### src/rtl/dma_rdy_pkg.sv
package dma_rdy_pkg;

    typedef enum logic {
        ST_IDLE = 1'b0,
        ST_REQ  = 1'b1
    } req_state_e;

endpackage

### src/rtl/dma_mode_sel.sv
module dma_mode_sel (
    input  logic fifo_en,
    input  logic multi_xfer,
    output logic multi_eff
);
    // Multi-transfer signalling exists only with FIFO operation on.
    always_comb begin
        multi_eff = fifo_en & multi_xfer;
    end
endmodule

### src/rtl/dma_level_flags.sv
module dma_level_flags #(
    parameter int DEPTH = 16,
    localparam int CW = $clog2(DEPTH + 1)
) (
    input  logic [CW-1:0] level,
    output logic          is_empty,
    output logic          is_full
);
    localparam logic [CW-1:0] FULL_VAL = CW'(DEPTH);

    always_comb begin
        is_empty = (level == '0);
        is_full  = (level == FULL_VAL);
    end
endmodule

### src/rtl/dma_rx_fsm.sv
module dma_rx_fsm
    import dma_rdy_pkg::*;
(
    input  logic clk,
    input  logic rst_n,
    input  logic multi_eff,
    input  logic buf_empty,
    input  logic trig_hit,
    input  logic idle_tmo,
    output logic req_n
);
    req_state_e state_q, state_d;

    always_comb begin
        state_d = state_q;
        unique case (state_q)
            ST_IDLE: begin
                // RX_GRANT
                if (!buf_empty && (!multi_eff || trig_hit || idle_tmo))
                    state_d = ST_REQ;
            end
            ST_REQ: begin
                // RX_DRAINED
                if (buf_empty)
                    state_d = ST_IDLE;
            end
            default: state_d = ST_IDLE;
        endcase
    end

    always_ff @(posedge clk or negedge rst_n) begin
        if (!rst_n) state_q <= ST_IDLE;
        else        state_q <= state_d;
    end

    always_comb begin
        req_n = (state_q != ST_REQ);
    end

    AST_RX_SINGLE_SET: assert property (@(posedge clk) disable iff (!rst_n)
        (!multi_eff && !buf_empty) |=> !req_n);
    AST_RX_EMPTY_REL: assert property (@(posedge clk) disable iff (!rst_n)
        buf_empty |=> req_n);
    AST_RX_BURST_SET: assert property (@(posedge clk) disable iff (!rst_n)
        (multi_eff && !buf_empty && (trig_hit || idle_tmo)) |=> !req_n);
    AST_RX_BURST_HOLD: assert property (@(posedge clk) disable iff (!rst_n)
        (multi_eff && !req_n && !buf_empty) |=> !req_n);
    AST_RX_NO_CAUSE: assert property (@(posedge clk) disable iff (!rst_n)
        (multi_eff && req_n && !trig_hit && !idle_tmo) |=> req_n);
endmodule

### src/rtl/dma_tx_fsm.sv
module dma_tx_fsm
    import dma_rdy_pkg::*;
(
    input  logic clk,
    input  logic rst_n,
    input  logic multi_eff,
    input  logic buf_empty,
    input  logic buf_full,
    output logic req_n
);
    req_state_e state_q, state_d;

    always_comb begin
        state_d = state_q;
        unique case (state_q)
            ST_IDLE: begin
                // TX_STARVED
                if (buf_empty)
                    state_d = ST_REQ;
            end
            ST_REQ: begin
                // TX_SATISFIED
                if ((!multi_eff && !buf_empty) || buf_full)
                    state_d = ST_IDLE;
            end
            default: state_d = ST_IDLE;
        endcase
    end

    always_ff @(posedge clk or negedge rst_n) begin
        if (!rst_n) state_q <= ST_IDLE;
        else        state_q <= state_d;
    end

    always_comb begin
        req_n = (state_q != ST_REQ);
    end

    AST_TX_EMPTY_SET: assert property (@(posedge clk) disable iff (!rst_n)
        buf_empty |=> !req_n);
    AST_TX_SINGLE_REL: assert property (@(posedge clk) disable iff (!rst_n)
        (!multi_eff && !buf_empty) |=> req_n);
    AST_TX_BURST_HOLD: assert property (@(posedge clk) disable iff (!rst_n)
        (multi_eff && !req_n && !buf_full) |=> !req_n);
    AST_TX_FULL_REL: assert property (@(posedge clk) disable iff (!rst_n)
        buf_full |=> req_n);
    AST_TX_BURST_WAIT: assert property (@(posedge clk) disable iff (!rst_n)
        (multi_eff && req_n && !buf_empty) |=> req_n);
endmodule

### src/rtl/dma_ready_gen.sv
module dma_ready_gen #(
    parameter int DEPTH = 16,
    localparam int CW = $clog2(DEPTH + 1)
) (
    input  logic          clk,
    input  logic          rst_n,
    input  logic          fifo_en,
    input  logic          multi_xfer,
    input  logic [CW-1:0] rx_level,
    input  logic          rx_trig_hit,
    input  logic          rx_idle_tmo,
    input  logic [CW-1:0] tx_level,
    output logic          rx_req_n,
    output logic          tx_req_n
);
    logic multi_eff;
    logic rx_empty, rx_full_unused;
    logic tx_empty, tx_full;

    dma_mode_sel u_mode (
        .fifo_en    (fifo_en),
        .multi_xfer (multi_xfer),
        .multi_eff  (multi_eff)
    );

    dma_level_flags #(.DEPTH(DEPTH)) u_rx_flags (
        .level    (rx_level),
        .is_empty (rx_empty),
        .is_full  (rx_full_unused)
    );

    dma_level_flags #(.DEPTH(DEPTH)) u_tx_flags (
        .level    (tx_level),
        .is_empty (tx_empty),
        .is_full  (tx_full)
    );

    dma_rx_fsm u_rx (
        .clk       (clk),
        .rst_n     (rst_n),
        .multi_eff (multi_eff),
        .buf_empty (rx_empty),
        .trig_hit  (rx_trig_hit),
        .idle_tmo  (rx_idle_tmo),
        .req_n     (rx_req_n)
    );

    dma_tx_fsm u_tx (
        .clk       (clk),
        .rst_n     (rst_n),
        .multi_eff (multi_eff),
        .buf_empty (tx_empty),
        .buf_full  (tx_full),
        .req_n     (tx_req_n)
    );

    AST_RX_FORCED_SINGLE: assert property (@(posedge clk) disable iff (!rst_n)
        (!fifo_en && rx_level != '0) |=> !rx_req_n);
    AST_TX_FORCED_SINGLE: assert property (@(posedge clk) disable iff (!rst_n)
        (!fifo_en && tx_level != '0) |=> tx_req_n);
    AST_RX_EMPTY_WINS: assert property (@(posedge clk) disable iff (!rst_n)
        (rx_level == '0) |=> rx_req_n);
    AST_LEVEL_RANGE: assert property (@(posedge clk) disable iff (!rst_n)
        (rx_level <= CW'(DEPTH)) && (tx_level <= CW'(DEPTH)));

    always_ff @(posedge clk) begin
        if (!rst_n) begin
            AST_RESET_IDLE: assert (rx_req_n && tx_req_n);
        end
    end
endmodule

### config.mk
export PLATFORM = sky130hd
export DESIGN_NAME = dma_ready_gen
export DESIGN_NICKNAME = d
export VERILOG_FILES = /design/src/rtl/dma_rdy_pkg.sv /design/src/rtl/dma_mode_sel.sv /design/src/rtl/dma_level_flags.sv /design/src/rtl/dma_rx_fsm.sv /design/src/rtl/dma_tx_fsm.sv /design/src/rtl/dma_ready_gen.sv
export SDC_FILE = /design/constraint.sdc
export NUM_CORES = 1
export LEC_CHECK = 0
export ABC_CLOCK_PERIOD_IN_PS = 1100
export BUFFER_PORTS_ARGS = -buffer_cell sky130_fd_sc_hd__buf_4
export CAP_MARGIN = 0
export CORE_AREA = 5 5 42 44
export DETAILED_ROUTE_END_ITERATION = 8
export DIE_AREA = 0 0 47 49
export HOLD_SLACK_MARGIN = 0.05
export SYNTH_ARGS = -nofsm -noshare
export SYNTH_HDL_FRONTEND = slang
export SYNTH_HIERARCHICAL = 1
export SYNTH_SLANG_ARGS = --single-unit
### constraint.sdc
create_clock -name clk -period 1.1 [get_ports clk]
set_input_delay 0.22 -clock clk [delete_from_list [all_inputs] [get_ports clk]]
set_output_delay 0.22 -clock clk [all_outputs]
set_load 0.05 [all_outputs]
### After elaboration in Yosys (flattened, before gate mapping)

Cells that the tools add are included.

| word-level totals | value |
|---|---|
| bits of input ports | 16 |
| register bits after elaboration | 2 |
| word-level logic and storage cells | 22 |
| output and inout bits | 2 |

| operators by class | value |
|---|---|
| bitwise logic cells | 3 |
| reductions and logical operators | 10 |
| mux-type cells | 6 |
| eq/ne operators | 1 |

Operators by type and width:

| cell | number |
|---|---|
| $logic_not A5 Y1 | 2 |
| $eq A5 B5 Y1 const B | 1 |
| $mux W1 | 4 |
| $pmux W1 S2 | 2 |
| $logic_not A1 Y1 | 3 |
| $logic_or A1 B1 Y1 | 3 |
| $logic_and A1 B1 Y1 | 2 |
| $not A1 Y1 | 2 |
| $and A1 B1 Y1 | 1 |

### Logic depth before layout (Yosys ltp)

| logic depth | value |
|---|---|
| depth after elaboration | 7 |
| depth in mapped cells | 4 |
| mapped depth without buffers | 4 |

### Cells and area by module

Netlist, hierarchy kept.

Modules (own cells, without submodules):

| module | times used | cells each | sequential area each (µm²) | area each (µm²) |
|---|---|---|---|---|
| dma_rx_fsm | 1 | 4 | 25.0 | 47.5 |
| dma_level_flags | 2 | 4 | 0.0 | 22.5 |
| dma_tx_fsm | 1 | 4 | 25.0 | 38.8 |
| dma_mode_sel | 1 | 1 | 0.0 | 6.3 |

### Least setup slack after synthesis

No wires, ideal clock.

| path | value |
|---|---|
| kind | in2reg |
| from | input port tx_level[1] |
| to | register u_tx.state_q |
| arrival time | 0.959 ns |
| library setup time | 0.077 ns |
| slack | 0.063 ns |
| data required time | 1.023 ns |
| cell stages on the path | 4 |
| path buffers | 0 |
| cell sequence | or4_4 -> nor2_1 -> a21oi_1 -> a21oi_1 |

| on the way | value |
|---|---|
| cells in the longest elaborated chain, start to end | 6 |
| elaborated cells on any way between the ends | 8 |
| those cells by class | eq/ne: 1; mux: 3; reduce/logical: 4 |

RTL lines:

| element | RTL line | source |
|---|---|---|
| start, declared | dma_ready_gen.sv:12 | `input logic [CW-1:0] tx_level,` |
| $logic_not A5 Y1 * | dma_level_flags.sv:12 | `is_empty = (level == '0);` |
| named net tx_empty | dma_ready_gen.sv:18 | `logic tx_empty, tx_full;` |
| $logic_not A1 Y1 | dma_tx_fsm.sv:23 | `if ((!multi_eff && !buf_empty) \|\| buf_full)` |
| $logic_and A1 B1 Y1 | dma_tx_fsm.sv:23 |  |
| $logic_or A1 B1 Y1 | dma_tx_fsm.sv:23 |  |
| $mux W1 | dma_tx_fsm.sv:23 |  |
| $pmux W1 S2 * | dma_tx_fsm.sv:15 | `unique case (state_q)` |
| named net u_tx.state_d | dma_tx_fsm.sv:11 | `req_state_e state_q, state_d;` |
| end signal, assigned | dma_tx_fsm.sv:32 | `else state_q <= state_d;` |
| end, declared | dma_tx_fsm.sv:11 |  |

The timed path passes the listed nets; every way through them passes the cells marked *.

### Final worst setup path

| path | value |
|---|---|
| from | register u_rx.state_q |
| to | output port rx_req_n |

| on the way | value |
|---|---|
| cells in the longest elaborated chain, start to end | 1 |

RTL lines:

| element | RTL line | source |
|---|---|---|
| start, declared | dma_rx_fsm.sv:12 | `req_state_e state_q, state_d;` |
| start signal, assigned | dma_rx_fsm.sv:33 | `else state_q <= state_d;` |
| $not A1 Y1 | dma_rx_fsm.sv:37 | `req_n = (state_q != ST_REQ);` |
| end, declared | dma_ready_gen.sv:13 | `output logic rx_req_n,` |

Every way passes these cells.

==> insert_results.sql <==
INSERT INTO impl_metrics (metric_group, metric, value, unit) VALUES
('timing', 'layout_setup_ws', '0.0601', 'ns'),
('detailed_routing', 'drt_drc_violations_left', '0', ''),
('timing', 'hold_slack', '0.221', 'ns'),
('pwr', 'power.switching_fraction', '20.0', '%'),
('worst_setup_path', 'max_stage_delay', '0.37', 'ns'),
('final_layout', 'fin_nets', '55', ''),
('cts', 'clock_latency', '0.22', 'ns'),
('worst_setup_path', 'r2r.worst_path.cells', '2', ''),
('detailed_routing', 'vias', '179', ''),
('placed_design', 'dp_slack', '-0.102', 'ns'),
('grt', 'grt_first_pass_wirelength', '683', 'um'),
('worst_setup_path', 'cp_num_buf_inv', '2', ''),
('worst_setup_path', 'critical-path-slowest-cell', 'dfrtp_1', ''),
('cts', 'tritoncts', 'built', ''),
('pwr', 'cellLeakagePower', '0.166', 'nW'),
('worst_setup_path', 'critPathKind', 'reg2out', ''),
('detailed_routing', 'detailedRoute.firstIterationViolations', '5', ''),
('placed_design', 'globalplace.congestion', '0.590', ''),
('timing', 'period_share', '94.5', '%'),
('cts', 'ctsHtreeMaxLevel', '1', ''),
('floorplanning', 'fp.dieH', '49', 'um'),
('worst_setup_path', 'crit_path_end_kind', 'primary output', ''),
('final_layout', 'antenna-diode-count', '0', ''),
('cts', 'cts-root-buf', 'clkbuf_4', ''),
('detailed_routing', 'detail-route-antenna-nets', '0', ''),
('worst_setup_path', 'worst_path_dominant_cell_family', 'flip-flops', ''),
('timing', 'finalHoldViolations', '0', ''),
('logic_synthesis', 'synthesis.instances', '15', ''),
('cts', 'cts.reportedPaths.clkPinSlew', '0.03', 'ns'),
('worst_hold_path', 'hp-class', 'in2reg', ''),
('worst_setup_path', 'crit_path_start', 'u_rx/state_q', ''),
('worst_setup_path', 'cp.required', '0.88', 'ns'),
('pwr', 'finalPower', '0.301', 'mW'),
('worst_setup_path', 'cp_cell_sequence', 'inv_1 -> buf_6', ''),
('floorplanning', 'die-area', '2300', 'um2'),
('pwr', 'share_comb_of_total_power', '21.2', '%'),
('placed_design', 'numPortBuffers', '17', ''),
('timing', 'clock_skew', '0', 'ns'),
('placed_design', 'dp.cells', '48', ''),
('worst_setup_path', 'cp.depth', '2', ''),
('final_layout', 'final_area', '325', 'um2'),
('timing', 'rsz0062_at_grt', 'false', ''),
('timing', 'drv_slew', '0', ''),
('worst_setup_path', 'worst_setup_endpoint', 'rx_req_n', ''),
('grt', 'grt_start_max_net_pins', '4', ''),
('timing', 'fin_setup_tns', '0', 'ns'),
('timing', 'max_freq', '962', 'MHz'),
('grt', 'gr-usage-all-layers', '4.86', '%'),
('floorplanning', 'row_count', '14', ''),
('logic_synthesis', 'syn_avg_cell_area', '8.68', 'um2'),
('pwr', 'power_per_cell_area', '926', 'nW/um2'),
('logic_synthesis', 'syn_area', '130', 'um2'),
('logic_synthesis', 'syn_nets', '31', ''),
('floorplanning', 'pin_count', '18', ''),
('run', 'cap_viol_max_count', '0', ''),
('timing', 'worst_tran_pin_value', '0.190', 'ns'),
('timing', 'slew_headroom', '87.3', '%'),
('worst_setup_path', 'worst_r2r_endpoint', 'u_rx/state_q', ''),
('status', 'run_status', 'complete, no violations', ''),
('pwr', 'clkPwrFrac', '53.3', '%'),
('final_layout', 'fraction_of_final_layout_cells_sized_beyond_drive_strength_1', '64.9', '%'),
('final_layout', 'syn2layout_area_growth', '150', '%'),
('grt', 'number_of_global_route_vias_before_repair', '181', ''),
('logic_synthesis', 'synth-warning-count', '6', ''),
('detailed_routing', 'vias_per_instance', '3.38', ''),
('worst_setup_path', 'crit_path_max_fanout', '2', ''),
('grt', 'grt_antenna_before_repair', '0', ''),
('worst_setup_path', 'cp_arrival', '0.82', 'ns'),
('floorplanning', 'start_util', '9.29', '%'),
('floorplanning', 'core-area', '1400', 'um2'),
('detailed_routing', 'firstDrtPassIters', '2', '');
-- worst min-delay path: stages --
cell and delay (ns):
buf_4 0.08, nor4b_2 0.03, nor2_1 0.07
-- final cells by class --
type	instances	area, um2
timing repair buffer	19	153
sequential	2	50.0
fill	171	1080
multi-input combinational	10	68.8
inverter	3	11.3
tap	16	20.0
clock buffer	3	22.5
-- metal layers --
layer	global-route usage [%]	vias up	routed length [um]	part of all wire (%)
li1	-	94	-	-
met1	3.96	69	149	34
met2	5.88	16	182	42
met3	7.01	0	101	23
met4	2.76	0	0	0
met5	0	-	0	0
-- placed cells by master, fill, tap and decap left out, drive strengths merged --
master	n
nor4b	1
nor2	4
or4	2
clkbuf	3
and2	1
buf	18
a21oi	2
dfrtp	2
inv	3
dlygate4sd3	1
-- sequential cells by signal, summed over array words and instances (netlist names) --
| signal | cells |
|---|---|
| u_rx/state_q | 1 |
| u_tx/state_q | 1 |
-- power by group through the flow --
stage	Combinational (mW)	Sequential (mW)	Clock, mW
global placement	0.0588	0.0775	0
detailed placement	0.0593	0.0775	0
finish	0.0640	0.0766	0.161
floorplan	0.0142	0.0773	0
global route	0.0696	0.0768	0.187
CTS	0.0624	0.0767	0.174
-- how the worst min path moves through the flow --
stage                      from      endpoint  slack, ns  cells past startpoint
floorplan                 rst_n  u_rx/state_q      -0.08                      0
global placement          rst_n  u_tx/state_q      0.005                      1
detailed placement        rst_n  u_tx/state_q      0.004                      1
CTS                 rx_idle_tmo  u_rx/state_q       0.21                      3
global route        rx_idle_tmo  u_rx/state_q       0.21                      3
finish              rx_idle_tmo  u_rx/state_q       0.22                      3
-- repair_timing --
action,4_1_cts,5_1_grt
resized for setup,0,2
hold buffers,1,0
endpoints found under the setup margin,0,2
setup buffers,0,1
endpoints found under the hold margin,2,0
(Power assumes the default switching activity.)
